==> src/rtl/cfgrom_pkg.sv <==
package cfgrom_pkg;

   typedef enum logic [1:0] {
      MODE_NORMAL = 2'b00,
      MODE_LOAD   = 2'b01,
      MODE_RSVD   = 2'b10,
      MODE_UNLOCK = 2'b11
   } mode_e;

   typedef enum logic [1:0] {
      SQ_IDLE,
      SQ_ISSUE,
      SQ_WAIT,
      SQ_DONE
   } seq_e;

   localparam logic [2:0] RD_OPCODE = 3'b110;

endpackage

==> src/rtl/cfgrom_tick.sv <==
module cfgrom_tick #(
   parameter int DIV = 4
) (
   input  logic clk,
   input  logic rst_n,
   input  logic en,
   output logic tick
);

   generate
      if (DIV < 1) begin : g_bad_div
         $error("cfgrom_tick: DIV must be at least 1");
      end

      if (DIV == 1) begin : g_pass
         assign tick = en;
      end else begin : g_count
         localparam int CW = $clog2(DIV);
         localparam logic [CW-1:0] TOP = CW'(DIV - 1);
         logic [CW-1:0] cnt_q;

         always_ff @(posedge clk or negedge rst_n) begin
            if (!rst_n) begin
               cnt_q <= '0;
            end else if (!en || cnt_q == TOP) begin
               cnt_q <= '0;
            end else begin
               cnt_q <= cnt_q + CW'(1);
            end
         end

         assign tick = en && (cnt_q == TOP);
      end
   endgenerate

endmodule

==> src/rtl/cfgrom_mw_read.sv <==
module cfgrom_mw_read
   import cfgrom_pkg::*;
#(
   parameter int AW = 6,
   parameter int DW = 16
) (
   input  logic          clk,
   input  logic          rst_n,
   input  logic          tick,
   input  logic          start,
   input  logic [AW-1:0] addr,
   input  logic          so,
   output logic          cs,
   output logic          sk,
   output logic          di,
   output logic          active,
   output logic          done,
   output logic [DW-1:0] word
);

   localparam int CMD_W = 3 + AW;
   localparam int TOT   = CMD_W + DW;
   localparam int BW    = $clog2(TOT);
   localparam logic [BW-1:0] CMD_END = BW'(CMD_W);
   localparam logic [BW-1:0] CMD_M1  = BW'(CMD_W - 1);
   localparam logic [BW-1:0] LAST    = BW'(TOT - 1);

   generate
      if (DW < 2) begin : g_bad_dw
         $error("cfgrom_mw_read: DW must be at least 2");
      end
   endgenerate

   logic [BW-1:0]    bcnt_q;
   logic [CMD_W-1:0] cmd_q;
   logic [DW-1:0]    word_q;

   always_ff @(posedge clk or negedge rst_n) begin
      if (!rst_n) begin
         active <= 1'b0;
         cs     <= 1'b0;
         sk     <= 1'b0;
         di     <= 1'b0;
         done   <= 1'b0;
         bcnt_q <= '0;
         cmd_q  <= '0;
         word_q <= '0;
      end else begin
         done <= 1'b0;
         if (!active) begin
            if (start) begin
               active <= 1'b1;
               cs     <= 1'b1;
               sk     <= 1'b0;
               bcnt_q <= '0;
               cmd_q  <= {RD_OPCODE, addr};
               di     <= RD_OPCODE[2];
            end
         end else if (tick) begin
            if (!sk) begin
               sk <= 1'b1;
            end else begin
               sk <= 1'b0;
               if (bcnt_q >= CMD_END) begin
                  word_q <= {word_q[DW-2:0], so};
               end
               if (bcnt_q == LAST) begin
                  active <= 1'b0;
                  cs     <= 1'b0;
                  di     <= 1'b0;
                  done   <= 1'b1;
               end else begin
                  bcnt_q <= bcnt_q + BW'(1);
                  cmd_q  <= {cmd_q[CMD_W-2:0], 1'b0};
                  di     <= (bcnt_q < CMD_M1) ? cmd_q[CMD_W-2] : 1'b0;
               end
            end
         end
      end
   end

   assign word = word_q;

   a_r2_sk_idle_low: assert property (@(posedge clk) disable iff (!rst_n)
      !cs |-> !sk);

   a_r2_di_held_while_sk_high: assert property (@(posedge clk) disable iff (!rst_n)
      sk |-> $stable(di));

   a_r2_frame_closed_on_done: assert property (@(posedge clk) disable iff (!rst_n)
      done |-> (!cs && !active));

endmodule

==> src/rtl/cfgrom_regs.sv <==
module cfgrom_regs #(
   parameter int          NLD      = 4,
   parameter int          NRT      = 2,
   parameter int          DW       = 16,
   parameter int          IW       = 3,
   parameter logic [15:0] DEF_BASE = 16'hC0DE
) (
   input  logic          clk,
   input  logic          rst_n,
   input  logic          wr_en,
   input  logic          wr_allow,
   input  logic [IW-1:0] wr_idx,
   input  logic [DW-1:0] wr_data,
   input  logic          ld_en,
   input  logic [IW-1:0] ld_idx,
   input  logic [DW-1:0] ld_data,
   input  logic          clr_ld,
   input  logic          clr_rt,
   input  logic [IW-1:0] rd_idx,
   output logic [DW-1:0] rd_data
);

   localparam int NREG = NLD + NRT;

   generate
      if ((1 << IW) < NREG) begin : g_bad_iw
         $error("cfgrom_regs: IW too narrow for register count");
      end
   endgenerate

   logic [NREG-1:0][DW-1:0] regs_q;
   logic                    wr_go;

   assign wr_go = wr_en && wr_allow;

   generate
      for (genvar g = 0; g < NREG; g++) begin : g_reg
         localparam logic [DW-1:0] DV = DW'(DEF_BASE) ^ DW'(g);
         if (g < NLD) begin : g_ld
            always_ff @(posedge clk or negedge rst_n) begin
               if (!rst_n) begin
                  regs_q[g] <= DV;
               end else if (clr_ld) begin
                  regs_q[g] <= DV;
               end else if (ld_en && ld_idx == IW'(g)) begin
                  regs_q[g] <= ld_data;
               end else if (wr_go && wr_idx == IW'(g)) begin
                  regs_q[g] <= wr_data;
               end
            end
         end else begin : g_rt
            always_ff @(posedge clk or negedge rst_n) begin
               if (!rst_n) begin
                  regs_q[g] <= DV;
               end else if (clr_rt) begin
                  regs_q[g] <= DV;
               end else if (wr_go && wr_idx == IW'(g)) begin
                  regs_q[g] <= wr_data;
               end
            end
         end
      end
   endgenerate

   always_comb begin
      rd_data = '0;
      for (int i = 0; i < NREG; i++) begin
         if (rd_idx == IW'(i)) rd_data = regs_q[i];
      end
   end

   a_r8_locked_bank_holds: assert property (@(posedge clk) disable iff (!rst_n)
      (!(wr_en && wr_allow) && !ld_en && !clr_ld && !clr_rt) |=> $stable(regs_q));

endmodule

==> src/rtl/cfgrom_autoload.sv <==
module cfgrom_autoload
   import cfgrom_pkg::*;
#(
   parameter int          AW            = 6,
   parameter int          DW            = 16,
   parameter int          LOAD_WORDS    = 4,
   parameter int          RT_REGS       = 2,
   parameter int          SK_DIV        = 4,
   parameter logic [15:0] ID_CODE       = 16'h8129,
   parameter logic [15:0] DEF_BASE      = 16'hC0DE,
   parameter bit          LOAD_ON_RESET = 1'b1,
   localparam int         NREG          = LOAD_WORDS + RT_REGS,
   localparam int         IW            = (NREG > 1) ? $clog2(NREG) : 1
) (
   input  logic          clk,
   input  logic          rst_n,
   input  logic          cmd_wr,
   input  logic [1:0]    cmd_mode,
   input  logic          cfg_wr,
   input  logic [IW-1:0] cfg_addr,
   input  logic [DW-1:0] cfg_wdata,
   input  logic [IW-1:0] rd_addr,
   output logic [DW-1:0] rd_data,
   output logic [1:0]    mode,
   output logic          busy,
   output logic          id_bad,
   output logic          ee_cs,
   output logic          ee_sk,
   output logic          ee_di,
   input  logic          ee_do
);

   generate
      if (LOAD_WORDS < 1 || LOAD_WORDS >= (1 << AW)) begin : g_bad_words
         $error("cfgrom_autoload: LOAD_WORDS out of address range");
      end
      if (DW != 16) begin : g_bad_dw
         $error("cfgrom_autoload: only 16-bit memory words supported");
      end
      if (RT_REGS < 0) begin : g_bad_rt
         $error("cfgrom_autoload: RT_REGS must not be negative");
      end
   endgenerate

   localparam logic [AW-1:0] LAST_W = AW'(LOAD_WORDS);

   seq_e          seq_q;
   mode_e         mode_q;
   logic [AW-1:0] widx_q;
   logic [AW-1:0] widx_m1;
   logic          id_bad_q;

   logic          rd_start;
   logic          rd_act;
   logic          rd_done;
   logic [DW-1:0] rd_word;
   logic          tick;

   logic          ld_en;
   logic          clr_rt;
   logic          clr_ld;
   logic          wr_allow;

   // Serial clock pacing, only while a frame is in flight
   cfgrom_tick #(.DIV(SK_DIV)) u_tick (
      .clk   (clk),
      .rst_n (rst_n),
      .en    (rd_act),
      .tick  (tick)
   );

   cfgrom_mw_read #(.AW(AW), .DW(DW)) u_rd (
      .clk    (clk),
      .rst_n  (rst_n),
      .tick   (tick),
      .start  (rd_start),
      .addr   (widx_q),
      .so     (ee_do),
      .cs     (ee_cs),
      .sk     (ee_sk),
      .di     (ee_di),
      .active (rd_act),
      .done   (rd_done),
      .word   (rd_word)
   );

   // Load sequencer: signature word first, then the mapped words
   always_ff @(posedge clk or negedge rst_n) begin
      if (!rst_n) begin
         seq_q    <= LOAD_ON_RESET ? SQ_ISSUE : SQ_IDLE;
         mode_q   <= LOAD_ON_RESET ? MODE_LOAD : MODE_NORMAL;
         widx_q   <= '0;
         id_bad_q <= 1'b0;
      end else begin
         case (seq_q)
            SQ_IDLE: begin
               if (cmd_wr) begin
                  mode_q <= mode_e'(cmd_mode);
                  if (mode_e'(cmd_mode) == MODE_LOAD) begin
                     seq_q  <= SQ_ISSUE;
                     widx_q <= '0;
                  end
               end
            end
            SQ_ISSUE: seq_q <= SQ_WAIT;
            SQ_WAIT: begin
               if (rd_done) begin
                  if (widx_q == '0) begin
                     if (rd_word == DW'(ID_CODE)) begin
                        id_bad_q <= 1'b0;
                        widx_q   <= widx_q + AW'(1);
                        seq_q    <= SQ_ISSUE;
                     end else begin
                        id_bad_q <= 1'b1;
                        seq_q    <= SQ_DONE;
                     end
                  end else if (widx_q == LAST_W) begin
                     seq_q <= SQ_DONE;
                  end else begin
                     widx_q <= widx_q + AW'(1);
                     seq_q  <= SQ_ISSUE;
                  end
               end
            end
            SQ_DONE: begin
               mode_q <= MODE_NORMAL;
               seq_q  <= SQ_IDLE;
            end
            default: seq_q <= SQ_IDLE;
         endcase
      end
   end

   assign rd_start = (seq_q == SQ_ISSUE);
   assign widx_m1  = widx_q - AW'(1);
   assign ld_en    = (seq_q == SQ_WAIT) && rd_done && (widx_q != '0);
   assign clr_rt   = (seq_q == SQ_DONE);
   assign clr_ld   = (seq_q == SQ_DONE) && id_bad_q;
   assign wr_allow = (mode_q == MODE_UNLOCK) && (seq_q == SQ_IDLE);

   cfgrom_regs #(
      .NLD      (LOAD_WORDS),
      .NRT      (RT_REGS),
      .DW       (DW),
      .IW       (IW),
      .DEF_BASE (DEF_BASE)
   ) u_regs (
      .clk      (clk),
      .rst_n    (rst_n),
      .wr_en    (cfg_wr),
      .wr_allow (wr_allow),
      .wr_idx   (cfg_addr),
      .wr_data  (cfg_wdata),
      .ld_en    (ld_en),
      .ld_idx   (IW'(widx_m1)),
      .ld_data  (rd_word),
      .clr_ld   (clr_ld),
      .clr_rt   (clr_rt),
      .rd_idx   (rd_addr),
      .rd_data  (rd_data)
   );

   assign mode   = mode_q;
   assign busy   = (seq_q != SQ_IDLE);
   assign id_bad = id_bad_q;

   a_r6_trigger_sets_busy: assert property (@(posedge clk) disable iff (!rst_n)
      (!busy && cmd_wr && cmd_mode == 2'b01) |=> busy);

   a_r7_mode_normal_at_end: assert property (@(posedge clk) disable iff (!rst_n)
      $fell(busy) |-> (mode == 2'b00));

   a_r9_cmd_ignored_busy: assert property (@(posedge clk) disable iff (!rst_n)
      (busy && cmd_wr) |=> ((busy && mode == 2'b01) || (!busy && mode == 2'b00)));

   a_r2_cs_only_in_load: assert property (@(posedge clk) disable iff (!rst_n)
      ee_cs |-> busy);

   a_r1_mode_load_while_busy: assert property (@(posedge clk) disable iff (!rst_n)
      busy |-> (mode == 2'b01));

endmodule

==> config.mk <==
export PLATFORM = sky130hd
export DESIGN_NAME = cfgrom_autoload
export DESIGN_NICKNAME = d
export VERILOG_FILES = /design/src/rtl/cfgrom_pkg.sv /design/src/rtl/cfgrom_tick.sv /design/src/rtl/cfgrom_mw_read.sv /design/src/rtl/cfgrom_regs.sv /design/src/rtl/cfgrom_autoload.sv
export SDC_FILE = /design/constraint.sdc
export NUM_CORES = 1
export LEC_CHECK = 0
export BUFFER_PORTS_ARGS = -buffer_cell sky130_fd_sc_hd__buf_4
export CELL_PAD_IN_SITES_DETAIL_PLACEMENT = 1
export CELL_PAD_IN_SITES_GLOBAL_PLACEMENT = 2
export CORE_ASPECT_RATIO = 0.6
export CORE_MARGIN = 2
export CORE_UTILIZATION = 40
export DETAILED_ROUTE_END_ITERATION = 7
export PLACE_DENSITY_LB_ADDON = 0.1
export SLEW_MARGIN = 30
export SYNTH_ARGS = -nofsm -noshare
export SYNTH_HDL_FRONTEND = slang
export SYNTH_HIERARCHICAL = 1
export SYNTH_SLANG_ARGS = --single-unit
==> constraint.sdc <==
create_clock -name clk -period 2.8 [get_ports clk]
set_clock_uncertainty 0.1 [all_clocks]
set_input_delay 0.28 -clock clk [delete_from_list [all_inputs] [get_ports clk]]
set_output_delay 0.28 -clock clk [all_outputs]
set_load 0.005 [all_outputs]
==> key figures <==
GRT
  • Pin count of the biggest net entering global routing: 61
  • Vias in the first global route: between 7k and 8k
  • Tot GR Track Use: 0.255
  • First-pass GRT wire length: 41100 µm
  • GRT overflow: 0
  • Initial antenna violation count: 0

Hold path
  • Worst hold path type: in2reg
  • Hold Crit Start: cfg_wdata[15]
  • Hold path endpoint: u_regs/regs_q[79]
  • Instance count along the most critical hold path: 2

Worst setup path
  • Sort of element at the end of the critical path: flip-flop
  • RR Startpoint: widx_q[0]
  • Register-to-Register Setup Slack: roughly 0.2 ns
  • Data required time at the worst endpoint: about 3 ns
  • CP startpoint kind: flip-flop
  • Logic depth of the worst register-to-register path: 8
  • Crit Path Class: reg2reg
  • Worst Path Arrival: 2.81 ns
  • Destination of the worst register-to-register timing path: u_regs/regs_q[54]
  • Max FO, Critical Path: 24

Floorplanning
  • Area of the core: 0.0191 mm²
  • DIE HEIGHT: 112 µm
  • Die W: 185 µm
  • Count of boundary I/O pins: 52
  • Overall die area: 0.0208 mm²
  • Initial Util: 0.410
  • Site Rows: 39

Clock tree
  • Root buf cell: sky130_fd_sc_hd__clkbuf_16
  • Cts bufs inserted: 17
  • Postcts setup bufs: 0
  • Number of clock sinks seen by CTS: 143
  • Clock Pin Slew Worst Setup and Hold Paths: 0.06 ns
  • Insertion delay of the later-clocked pin in the worst-skew pair: 0.42 ns
  • CTS tree: done
  • H-tree levels: 4
  • Buffers from clock root to sink, at most: 2

Synthesis
  • Sequential-to-total area share from yosys stat: 0.464
  • Synthesized area divided by synthesized cell count: 10.2 µm²
  • Number of warnings issued by yosys: 6
  • Synthesized cell area: roughly 0.0078 mm²
  • EDFF count, synth: 0
  • Count of distinct cell types in the synthesized netlist: 68
  • Post-synth ARST share: 1.00
  • Synthesized instance count: between 700 and 800
  • Number of storage elements in the synthesis netlist: 143
  • Main flop type after synthesis: sky130_fd_sc_hd__dfrtp_1
  • Net count of the mapped netlist: 804

STA
  • Worst Max-Slew Pin Slew: roughly 0.77 ns
  • Final Critical Period: ~2.6 ns
  • Worst setup margin: just under 0.2 ns
  • Final hold slack: 0.0200 ns
  • Fin crit share: 0.930
  • Count of endpoints failing setup in the final report: 0
  • Max-slew violation count: 0
  • Unrepaired setup endpoints after global routing: false
  • Headroom to the max-slew limit: 0.484
  • Hold Vio Cnt, Final: 0
  • Highest attainable clock frequency: roughly 380 MHz
  • Setup TNS after final layout: 0 ns

Routing
  • Amount of wire on met3 after detailed routing: 993 µm
  • DR vias: roughly 7k
  • Sum of routed wire segments on met1: 12500 µm
  • Highest metal layer with signal wires: met4
  • Length of the first detailed-routing pass in iterations: 5
  • Final wirelength: 25300 µm
  • Met2 Wirelength: 11600 µm
  • Via density: 6.29
  • DRC violation count after routing: 0
  • Iter 0 DRT Violations: 505
  • Residual antenna-violating net count after detailed routing: 0
  • Routed length per placed instance: 23.3 µm

Cells and area
  • Diodes inserted: 0
  • Layout cell share with drive strength beyond 1: 0.272
  • Register area: 0.00364 mm²
  • Nets: between 800 and 900
  • Final Instance Count excl. Fillers: 1086
  • Area added between synthesis and finish: 17.5%
  • Multi-input logic area: 0.00386 mm²
  • Layout fillers: around 2.1k

Power
  • Pleak: 3.75 nW
  • PnR Total Power: between 7 and 8 mW
  • Worst vdd ir: 0.480 mV
  • Total power density per cell area: about 820 mW/mm²

Flow run
  • Max cap viols: 0

Placement
  • Number of placed instances with taps included: 1049
  • Placer Congestion: about 0.84
  • Pre-CTS WS: around 0.14 ns
  • Hpwl dp: approximately 18000 µm
  • Buffers added on ports: 51

Status
  • Run status: completed
-- worst max-delay path by stage --
stage                     startpoint           endpoint  slack (ns)  cells after the start
final                      widx_q[0]  u_regs/regs_q[54]        0.20                      8
after global routing       widx_q[0]  u_regs/regs_q[31]        0.03                      8
after CTS                  widx_q[0]  u_regs/regs_q[51]        0.06                      8
after detailed placement   widx_q[0]  u_regs/regs_q[54]        0.14                      8
after global placement      seq_q[1]  u_regs/regs_q[47]        0.28                      8
after floorplan            widx_q[0]  u_regs/regs_q[30]        0.39                      9
-- state kept, by name, summed over array words and instances (netlist names), 2 cells and up --
register              cells
u_rd/bcnt_q               5
u_rd/word                16
u_tick/g_count.cnt_q      2
u_rd/cmd_q                8
mode                      2
widx_q                    6
seq_q                     2
u_regs/regs_q            96
-- worst max-delay path: stages (launching register included) --
cell,delay [ns]
sky130_fd_sc_hd__dfrtp_1,0.43
sky130_fd_sc_hd__inv_1,0.15
sky130_fd_sc_hd__ha_1,0.20
sky130_fd_sc_hd__nor4b_4,0.29
sky130_fd_sc_hd__a21oi_1,0.24
sky130_fd_sc_hd__and4b_1,0.28
sky130_fd_sc_hd__buf_4,0.21
sky130_fd_sc_hd__a2111oi_1,0.48
sky130_fd_sc_hd__a221oi_1,0.10
-- layer usage --
layer	up-vias	global-route usage
li1	3050	-
met1	3594	0.374
met2	159	0.387
met3	25	0.0448
met4	0	0.0677
met5	-	0
-- cell type report --
cell class	instances	share of cell area
Clock buffer	22	0.0504
Clock inverter	10	0.0148
Inverter	12	0.00489
Multi-Input combinational cell	540	0.419
Sequential cell	143	0.395
Tap cell	266	0.0361
Timing Repair Buffer	93	0.0802
-- cells by family (layout without fill, tap and decap cells) --
family / Yosys count / after routing / synth area share
adders and majority gates: 7 / 7 / 0.0112
xor gates and xnor gates: 2 / 2 / 0.00223
AOI/OAI and AO/OA: 232 / 232 / 0.236
buffers and inverters: 85 / 137 / 0.0474
DFF: 143 / 143 / 0.464
muxes: 50 / 50 / 0.0665
and+or+nand+nor: 249 / 249 / 0.172
-- synthesized netlist by cell type (all sizes together), types with 23 or more instances --
library cell,number,area [µm²]
dfrtp,94,2350
nor2,71,267
dfstp,49,1290
o21ai,49,245
nand3,42,215
buf,37,191
clkbuf,36,135
nand2,35,134
a311oi,33,339
mux2i,33,330
a2111oi,24,210
nor3,23,125
-- where the power goes --
part	internal, mW	switching (mW)	total, mW
registers	2.85	0.448	3.30
logic	0.945	0.908	1.85
clock network	1.45	0.911	2.36
-- layout by cell type (no fill, tap or decap), types with 17 or more instances in the layout --
master                      netlist  routed
sky130_fd_sc_hd__a311oi_1        25      25
sky130_fd_sc_hd__nand3_1         41      41
sky130_fd_sc_hd__dfrtp_1         94      94
sky130_fd_sc_hd__dfstp_2         49      49
sky130_fd_sc_hd__a2111oi_0       24      19
sky130_fd_sc_hd__buf_4            0      85
sky130_fd_sc_hd__a211oi_1        18      18
sky130_fd_sc_hd__clkbuf_16        0      17
sky130_fd_sc_hd__mux2i_1         33      33
sky130_fd_sc_hd__nand2_1         34      33
sky130_fd_sc_hd__o21ai_0         47      47
sky130_fd_sc_hd__nor3_1          21      21
sky130_fd_sc_hd__nor2_1          71      71
-- what timing repair did --
item	in CTS	in global routing
gates resized for setup	0	7
hold buffers	5	0
hold endpoints to repair	42	0
endpoints found under the setup margin	0	15
-- stage by stage --
step           instance area (µm²)  utilization
6_report                      9220        0.482
5_1_grt                       9220        0.482
4_1_cts                       9200        0.481
3_3_place_gp                  8550        0.447
2_1_floorplan                 7840            -
3_5_place_dp                  8550        0.447
(Power assumes the default switching activity.)
